[config.mk]
export PLATFORM = sky130hd
export DESIGN_NAME = i2c_bus_watch
export DESIGN_NICKNAME = d
export VERILOG_FILES = /design/src/rtl/i2c_bus_watch.sv
export SDC_FILE = /design/constraint.sdc
export NUM_CORES = 1
export LEC_CHECK = 0
export BUFFER_PORTS_ARGS = -buffer_cell sky130_fd_sc_hd__buf_2
export CAP_MARGIN = 5
export CORE_MARGIN = 2
export CORE_UTILIZATION = 53
export CTS_CLUSTER_DIAMETER = 100
export DETAILED_ROUTE_END_ITERATION = 8
export PLACE_DENSITY = 0.77
export SLEW_MARGIN = 40
export SYNTH_ARGS = -nofsm -noshare
export SYNTH_HDL_FRONTEND = slang
export SYNTH_SLANG_ARGS = --single-unit
[constraint.sdc]
create_clock -name clk -period 1.9 [get_ports clk]
set_input_delay 0.38 -clock clk [delete_from_list [all_inputs] [get_ports clk]]
set_output_delay 0.38 -clock clk [all_outputs]
set_load 0.05 [all_outputs]
[src/rtl/i2c_bus_watch.sv]
module i2c_bus_watch #(
  parameter int FW = 4
) (
  input  logic          clk,
  input  logic          rst,
  input  logic [FW-1:0] flt_len,
  input  logic          scl_in,
  input  logic          sda_in,
  input  logic          mst_active,
  input  logic          tx_bit,
  input  logic          ack_phase,
  input  logic          arb_clr,
  output logic          busy,
  output logic          arb_lost,
  output logic          rx_nack,
  output logic          bus_release,
  output logic          start_det,
  output logic          stop_det
);

  localparam int NL = 2;

  logic [NL-1:0] meta, syn, filt, prev;
  logic [FW-1:0] cnt [NL];

  always_ff @(posedge clk) begin
    if (rst) begin
      meta <= '1;
      syn  <= '1;
      prev <= '1;
    end else begin
      meta <= {scl_in, sda_in};
      syn  <= meta;
      prev <= filt;
    end
  end

  always_ff @(posedge clk) begin
    for (int i = 0; i < NL; i++) begin
      if (rst) begin
        filt[i] <= 1'b1;
        cnt[i]  <= '0;
      end else if (syn[i] == filt[i]) begin
        cnt[i] <= '0;
      end else if (cnt[i] >= flt_len) begin
        filt[i] <= syn[i];
        cnt[i]  <= '0;
      end else begin
        cnt[i] <= cnt[i] + 1'b1;
      end
    end
  end

  logic scl, sda, scl_q, sda_q, scl_rise, mismatch;

  assign scl   = filt[1];
  assign sda   = filt[0];
  assign scl_q = prev[1];
  assign sda_q = prev[0];

  assign scl_rise  = scl & ~scl_q;
  assign start_det = scl & scl_q & sda_q & ~sda;
  assign stop_det  = scl & scl_q & ~sda_q & sda;
  assign mismatch  = mst_active & ~ack_phase & scl_rise & tx_bit & ~sda;

  always_ff @(posedge clk) begin
    if (rst)            busy <= 1'b0;
    else if (start_det) busy <= 1'b1;
    else if (stop_det)  busy <= 1'b0;
  end

  always_ff @(posedge clk) begin
    if (rst)           arb_lost <= 1'b0;
    else if (mismatch) arb_lost <= 1'b1;
    else if (arb_clr)  arb_lost <= 1'b0;
  end

  always_ff @(posedge clk) begin
    if (rst)                                    rx_nack <= 1'b0;
    else if (mst_active && ack_phase && scl_rise) rx_nack <= sda;
  end

  assign bus_release = arb_lost;


  busy_set_chk: assert property (@(posedge clk) disable iff (rst)
    start_det |=> busy);


  busy_clr_chk: assert property (@(posedge clk) disable iff (rst)
    stop_det |=> !busy);


  busy_hold_chk: assert property (@(posedge clk) disable iff (rst)
    $fell(busy) |-> ($past(stop_det) || $past(rst)));


  arb_sticky_chk: assert property (@(posedge clk) disable iff (rst)
    (arb_lost && !arb_clr) |=> arb_lost);


  arb_src_chk: assert property (@(posedge clk) disable iff (rst)
    $rose(arb_lost) |-> $past(mst_active && !ack_phase && tx_bit));


  nack_src_chk: assert property (@(posedge clk) disable iff (rst)
    !$stable(rx_nack) |-> ($past(mst_active && ack_phase) || $past(rst)));

endmodule

# After elaboration in Yosys (flattened, before gate mapping)

Memory sizes are Yosys's and may differ from the RTL's.
Index checks and enable logic that the tools add are counted.

Bits in latches: 0
Output and inout bits: 6
Memory bits (read-only): 0
Logic and storage cells: 77
Register bits: 11
Memories kept: 1
RAM bits: 8

Memory list:

| memory | depth | bits a word | read ports | clocked after Yosys merged registers in | write ports | RTL line | text |
|---|---|---|---|---|---|---|---|
| cnt    | 2     | 4           | 2          | 0                                       | 2           | 24       | `logic [FW-1:0] cnt [NL];` |

Muxes and demuxes: 34
Order comparisons: 2
Reductions and logical operators: 6
Add/sub/neg operators: 2
Equality and inequality tests: 2
Bitwise logic cells: 22
Div/mod/pow operators: 0
Shifts and indexed selects: 0
$mul: 0

Operator list:

| operator                                                      | count |
|---|---|
| 1-bit two-way mux                                             | 28 |
| 4-bit two-way mux                                             | 6 |
| 1-bit bitwise AND                                             | 10 |
| 4-bit by 1-bit adder with 4-bit output, second input constant | 2 |
| 4-bit >= comparator                                           | 2 |
| 1-bit NOT                                                     | 6 |
| 1-bit bitwise OR                                              | 6 |
| 2-bit AND reduction                                           | 2 |
| 2-bit nonzero test                                            | 2 |
| 1-bit == test                                                 | 2 |
| 1-bit logical AND                                             | 2 |

# Longest topological paths before layout

Gate-level depths: netlist (run 1).

Depth after elaboration: 7
Mapped depth: 6

# Worst setup path before layout (run 1)

No wires, ideal clock.

Path kind: register to register
Start: memory cnt[0][0]
End: memory cnt[0][2] (data pin)
Clock period less this slack: 1.561 ns
Arrival: 1.423 ns
Cell stages (with the launch flop): 7
Path slack: 0.339 ns
Data required time: 1.762 ns
Cells stage by stage: edfxtp_1 > inv_1 > ha_1 > nand2b_4 > a2111oi_4 > o21ai_2 > nor2_1

RTL lines:

| what            | RTL line |
|---|---|
| start, declared | 24 |

# Final worst setup path (run 1)

Start: register filt[1]
End: output port start_det

Longest elaborated chain between the ends: 3

Ends and longest elaborated chain:

| what                            | RTL line | text |
|---|---|---|
| start, declared                 | 23       | `logic [NL-1:0] meta, syn, filt, prev;` |
| start signal, assigned by index | 46       | `filt[i] <= syn[i];` |
| 1-bit bitwise AND (3 in series) | 62       | `assign start_det = scl & scl_q & sda_q & ~sda;` |
| end, declared                   | 17       | `output logic start_det,` |

Every way passes these cells.

==> flow_summary.toml, run 1 <==
[power]
swShare = 0.259
seqPwrFrac = 0.590
switching_power_uw = 207
p_int_uw = 592
power_uw = 798
p_per_area_mw_per_mm2 = 699
p_comb_frac = 0.159
ir_drop_mv = 0.348
power.share.clock = 0.251
p_leak_nw = 0.534

[routing]
num_vias = 660
drt_iter0_drc = 8
ant_nets = 0
avgRoutedWirePerCell_um = 10.5
via_per_inst = 4.62
dr.pass1.iters = 3
wl_mm = 1.50
drc = 0

[place]
hpwl_mm = 1.22
gp_congestion = 0.720
numPortBuffers = 17

[global_routing]
grt_max_degree = 14
grt_usage = 0.172
first_global_vias = 623
grt_pass1_wl_mm = 2.57
antenna_found_initial = 0
overflow = 0

[clock_network]
cts_hold_buffers = 0
clock_latency_ns = 0.29
cts_root_buf = "clkbuf_4"
cts.reportedPaths.clkPinSlew_ns = 0.11
cts_made_buffers = 3
clockBufferDepth = 2
cts_resized = 0
cts_setup_buffers = 0
h-tree-depth = 1
cts.sinks = 19
cts_tree = "done"

[timing]
period_share = 0.901
finalMaxSlewViolations = 0
hold_viol_final = 0
skew_ns = 0.00262
finalSetupViolCount = 0
rsz0062_at_grt = "false"
max_freq_mhz = 584
fin_crit_ns = 1.71
setup_tns_ns = 0

[synthesis]
synth_area_um2 = 983
synth_cells = 92
synth_simple_gate_area_frac = 0.198
ys.warnings.count = 0
async_flop_share = 0
synth_compound_area_frac = 0.0967
yosysUniqueCellTypes = 30
synth.yosys.seq_area_share = 0.468
synthFlopType = "dfxtp_1"
synthMuxAreaShare = 0.0102
synth_top_family_by_area = "simple AND/OR/NAND/NOR gates"
yosys.area_share.xor_xnor = 0.0534
synth-edff-count = 8
synthAdderAreaFrac = 0.127
synth.avg_cell_area_um2 = 10.7
synth-seq-cells = 19

[setup_path]
critPathRequiredTime_ns = 1.52
end_kind = "output pin"
cp_slowest_cell = "dfxtp_1"
crit_type = "reg2out"
worst-path-max-fanout = 5
path_cells = "nor2b_1, and3_1, buf_2"
start_kind = "flip-flop"
crit_arrival_ns = 1.33
max_stage_delay_ns = 0.41

[cells_and_area]
antenna_cells = 0
drive_above_1_share = 0.263
final_common_cell = "buf_2"
areaGrowthSynthToFinish_pct = 16.2
nets = 141
final_cell_mix = "buf_2 (17), nor2_1 (14), dfxtp_1 (11)"

[outcome]
outcome = "finished, final reports clean"

[die]
coreArea_mm2 = 0.00173
die_width_um = 47.1
num_rows = 15
dieArea_mm2 = 0.00222
start_util = 0.570
die_h_um = 47.1
io_pins = 18

[worst_hold_path]
hold_class = "in2reg"

[run]
maxCapViolCount = 0
worst max-delay path: cells and delay by family (launching register included):
family                 cells  cell delay (ns)
flip-flops                 1             0.41
AND/OR/NAND/NOR            2             0.38
buffers and inverters      1             0.26
registers in the layout (all words and copies together), names as in the netlist:
| register | cells |
|---|---|
| arb_lost | 1 |
| busy | 1 |
| syn | 2 |
| meta | 2 |
| cnt | 8 |
| filt | 2 |
| prev | 2 |
| rx_nack | 1 |
cells by family after synthesis:
family	count (synthesis)
buffers and inverters	10
and+or+nand+nor	35
xor gates and xnor gates	6
muxes	1
adders and majority gates	10
other	1
AOI/OAI and AO/OA	10
DFF	19
worst paths after layout:
check,start,to,slack [ns],cells after the start
setup / recovery,filt[1],start_det,0.19,3
hold reg to reg,meta[1],syn[1],0.42,1
setup reg to reg,cnt[0][0],cnt[0][3],0.20,6
hold / removal,scl_in,meta[1],0.26,2
synthesized netlist by cell type, types with 2 or more instances:
library cell	instances	area (µm²)
nor2b_1	4	25.0
xor2_1	2	17.5
nand3_1	3	15.0
dfxtp_1	11	220
and3_1	2	12.5
xnor2_1	4	35.0
edfxtp_1	8	240
or2_2	6	37.5
o21a_1	2	15.0
nor2_1	14	52.6
ha_1	10	125
inv_1	8	30.0
per-layer routing:
layer	vias to the layer above	part of all wire	global-route usage
li1	356	-	-
met1	296	0.47	0.218
met2	6	0.49	0.271
met3	2	0.025	0.0462
met4	0	0.0073	0.0833
met5	-	0	0
metrics by stage:
stage               cells  hold WS [ns]  setup WS, ns  cell area [µm²]  utilization
finish                143         0.263         0.188             1140        0.662
detailed placement    139         0.397        0.0681             1110        0.646
global placement      139         0.394         0.117             1110        0.646
floorplan              99         0.389         0.339             1010            -
CTS                   143         0.245         0.132             1140        0.662
global route          143         0.241        0.0540             1140        0.662
final cells by class:
cell class / count / area, µm²
Tap cell: 25 / 31.3
Inverter: 8 / 30.0
Fill cell: 158 / 584
Clock inverter: 1 / 5.00
Timing Repair Buffer: 17 / 85.1
Clock buffer: 3 / 22.5
Sequential cell: 19 / 460
Multi-Input combinational cell: 70 / 508
power by group through the flow:
stage          Sequential [mW]  Clock, mW  Combinational [mW]
3_3_place_gp             0.480          0               0.122
2_1_floorplan            0.480          0              0.0938
3_5_place_dp             0.481          0               0.127
4_1_cts                  0.471      0.213               0.127
6_report                 0.471      0.201               0.127
5_1_grt                  0.476      0.232               0.145
Note: power is estimated with default switching activity, not from simulation.
==> inputs of run 2 (changes only) <==
--- a/config.mk
+++ b/config.mk
@@ -12,6 +12,7 @@
 export CTS_CLUSTER_DIAMETER = 100
 export DETAILED_ROUTE_END_ITERATION = 8
 export PLACE_DENSITY = 0.77
+export RECOVER_POWER = 25
 export SLEW_MARGIN = 40
 export SYNTH_ARGS = -nofsm -noshare
 export SYNTH_HDL_FRONTEND = slang
==> run 2 against run 1 <==
  * Hold slack unchanged
  * Combinational power barely moved
  * Clock power is essentially flat
  * Fmax is the same
  * Clock skew unchanged
  * Register-to-register slack is essentially flat
  * Die area stayed put
  * Sequential power about the same
  * Critical path depth unchanged
  * Highest routed layer unchanged
  * Via count did not move
  * Count of clock-buffer cells in the layout unchanged
  * Worst setup slack unchanged
==> flow_summary.toml, run 2 (same netlist as run 1, synthesis figures left out) <==
[die]
io_pins = 18
num_rows = 15
die_width_um = 47.1
start_util = 0.570
dieArea_mm2 = 0.00222
coreArea_mm2 = 0.00173
die_h_um = 47.1

[setup_path]
rr_worst_depth = 6
max_stage_delay_ns = 0.41
start_kind = "flip-flop"
crit_arrival_ns = 1.33
end_kind = "output pin"
worst-path-max-fanout = 5
path_delay_family = "flip-flops"
critPathRequiredTime_ns = 1.52
r2r_end = "cnt[0][3]"
r2r_setup_slack_ns = 0.20
crit_buf_inv = 1
crit_type = "reg2out"
reg2reg_from = "cnt[0][0]"
path_cells = "nor2b_1, and3_1, buf_2"
cp_slowest_cell = "dfxtp_1"

[timing]
setup_tns_ns = 0
skew_ns = 0.00262
rsz0062_at_grt = "false"
hold_viol_final = 0
fin_crit_ns = 1.71
finalSetupViolCount = 0
period_share = 0.901
finalMaxSlewViolations = 0
max_freq_mhz = 584

[clock_network]
cts_hold_buffers = 0
cts.sinks = 19
h-tree-depth = 1
cts.reportedPaths.clkPinSlew_ns = 0.11
cts_tree = "done"
clockBufferDepth = 2
clock_latency_ns = 0.29
cts_root_buf = "clkbuf_4"
cts_made_buffers = 3

[routing]
highest_layer = "met4"
drt_iter0_drc = 8
wl_met2_um = 742
via_per_inst = 4.62
num_vias = 660
drc = 0
avgRoutedWirePerCell_um = 10.5
dr.pass1.iters = 3
route.met3.wl_um = 38
wl_met1_um = 711
ant_nets = 0
wl_mm = 1.50

[global_routing]
overflow = 0
grt_usage = 0.172
antenna_found_initial = 0
grt_pass1_wl_mm = 2.57
first_global_vias = 623
grt_max_degree = 14

[worst_hold_path]
hold_class = "in2reg"
holdPathStages = 2
min_to = "meta[1]"
min-delay-start = "scl_in"

[run]
maxCapViolCount = 0

[power]
p_comb_frac = 0.158
p_int_uw = 591
ir_drop_mv = 0.348
seqPwrFrac = 0.590
power.share.clock = 0.252
p_leak_nw = 0.531
p_per_area_mw_per_mm2 = 699
switching_power_uw = 207
swShare = 0.259

[cells_and_area]
final_common_cell = "buf_2"
finalNonFillerCells = 143
areaGrowthSynthToFinish_pct = 16.0
nets = 141
regMostFlops = "cnt"
final_cell_mix = "buf_2 (16), nor2_1 (14), dfxtp_1 (11)"
largest_reg_flops = 8
drive_above_1_share = 0.254
antenna_cells = 0

[place]
hpwl_mm = 1.22
placed_cells = 139
gp_congestion = 0.720
numPortBuffers = 17

[outcome]
outcome = "finished, final reports clean"
[run 2: cell types whose count changed in the layout (fill, tap and decap cells not counted)]
cell      delta
buf_2        -1
clkbuf_1     +1
[run 2: worst max-delay path by stage]
stage / from / to / slack, ns / depth (start not counted)
after CTS: cnt[1][2] / cnt[1][2] / 0.13 / 5
final: filt[1] / start_det / 0.19 / 3
after global routing: cnt[1][2] / cnt[1][1] / 0.05 / 5
after global placement: flt_len[2] / cnt[1][3] / 0.12 / 7
after detailed placement: flt_len[2] / cnt[1][2] / 0.07 / 7
after floorplan: cnt[0][0] / cnt[0][2] / 0.34 / 6
[run 2: per-layer routing]
layer  up-vias  track usage
met3         2       0.0462
met5         -            0
li1        356            -
met4         0       0.0833
met1       296        0.218
met2         6        0.271
[run 2: through the flow]
step / cell area (µm²) / hold slack, ns / setup WS [ns] / utilization / power, mW
detailed placement: 1110 / 0.397 / 0.0681 / 0.646 / 0.608
finish: 1140 / 0.263 / 0.188 / 0.661 / 0.798
global route: 1140 / 0.241 / 0.0540 / 0.661 / 0.852
CTS: 1140 / 0.245 / 0.132 / 0.662 / 0.811
floorplan: 1010 / 0.389 / 0.339 / - / 0.574
global placement: 1110 / 0.394 / 0.117 / 0.646 / 0.602
[run 2: power groups by stage]
stage               clock network, mW  registers, mW  logic (mW)
floorplan                           0          0.480      0.0938
global placement                    0          0.480       0.122
detailed placement                  0          0.481       0.127
CTS                             0.213          0.471       0.127
global route                    0.232          0.476       0.144
finish                          0.201          0.471       0.126
[run 2: worst register-to-register path, stage by stage (launching register included)]
cell	delay, ns
edfxtp_1	0.46
inv_1	0.09
ha_1	0.22
nand2b_4	0.14
a2111oi_4	0.40
o21ai_2	0.14
nor2_1	0.12
[run 2: cell type report]
class	instances	area [µm²]
well taps	25	31.3
multi-input cells	70	508
clock buffers	3	22.5
repair buffers	17	83.8
clock inverters	1	5.00
inverters	8	30.0
fillers	159	586
flip-flops and latches	19	460
[run 2: timing repair]
item / CTS / global route
resized for setup: 0 / 1
setup endpoints to repair: 0 / 4
buffers inserted: 0 / 0
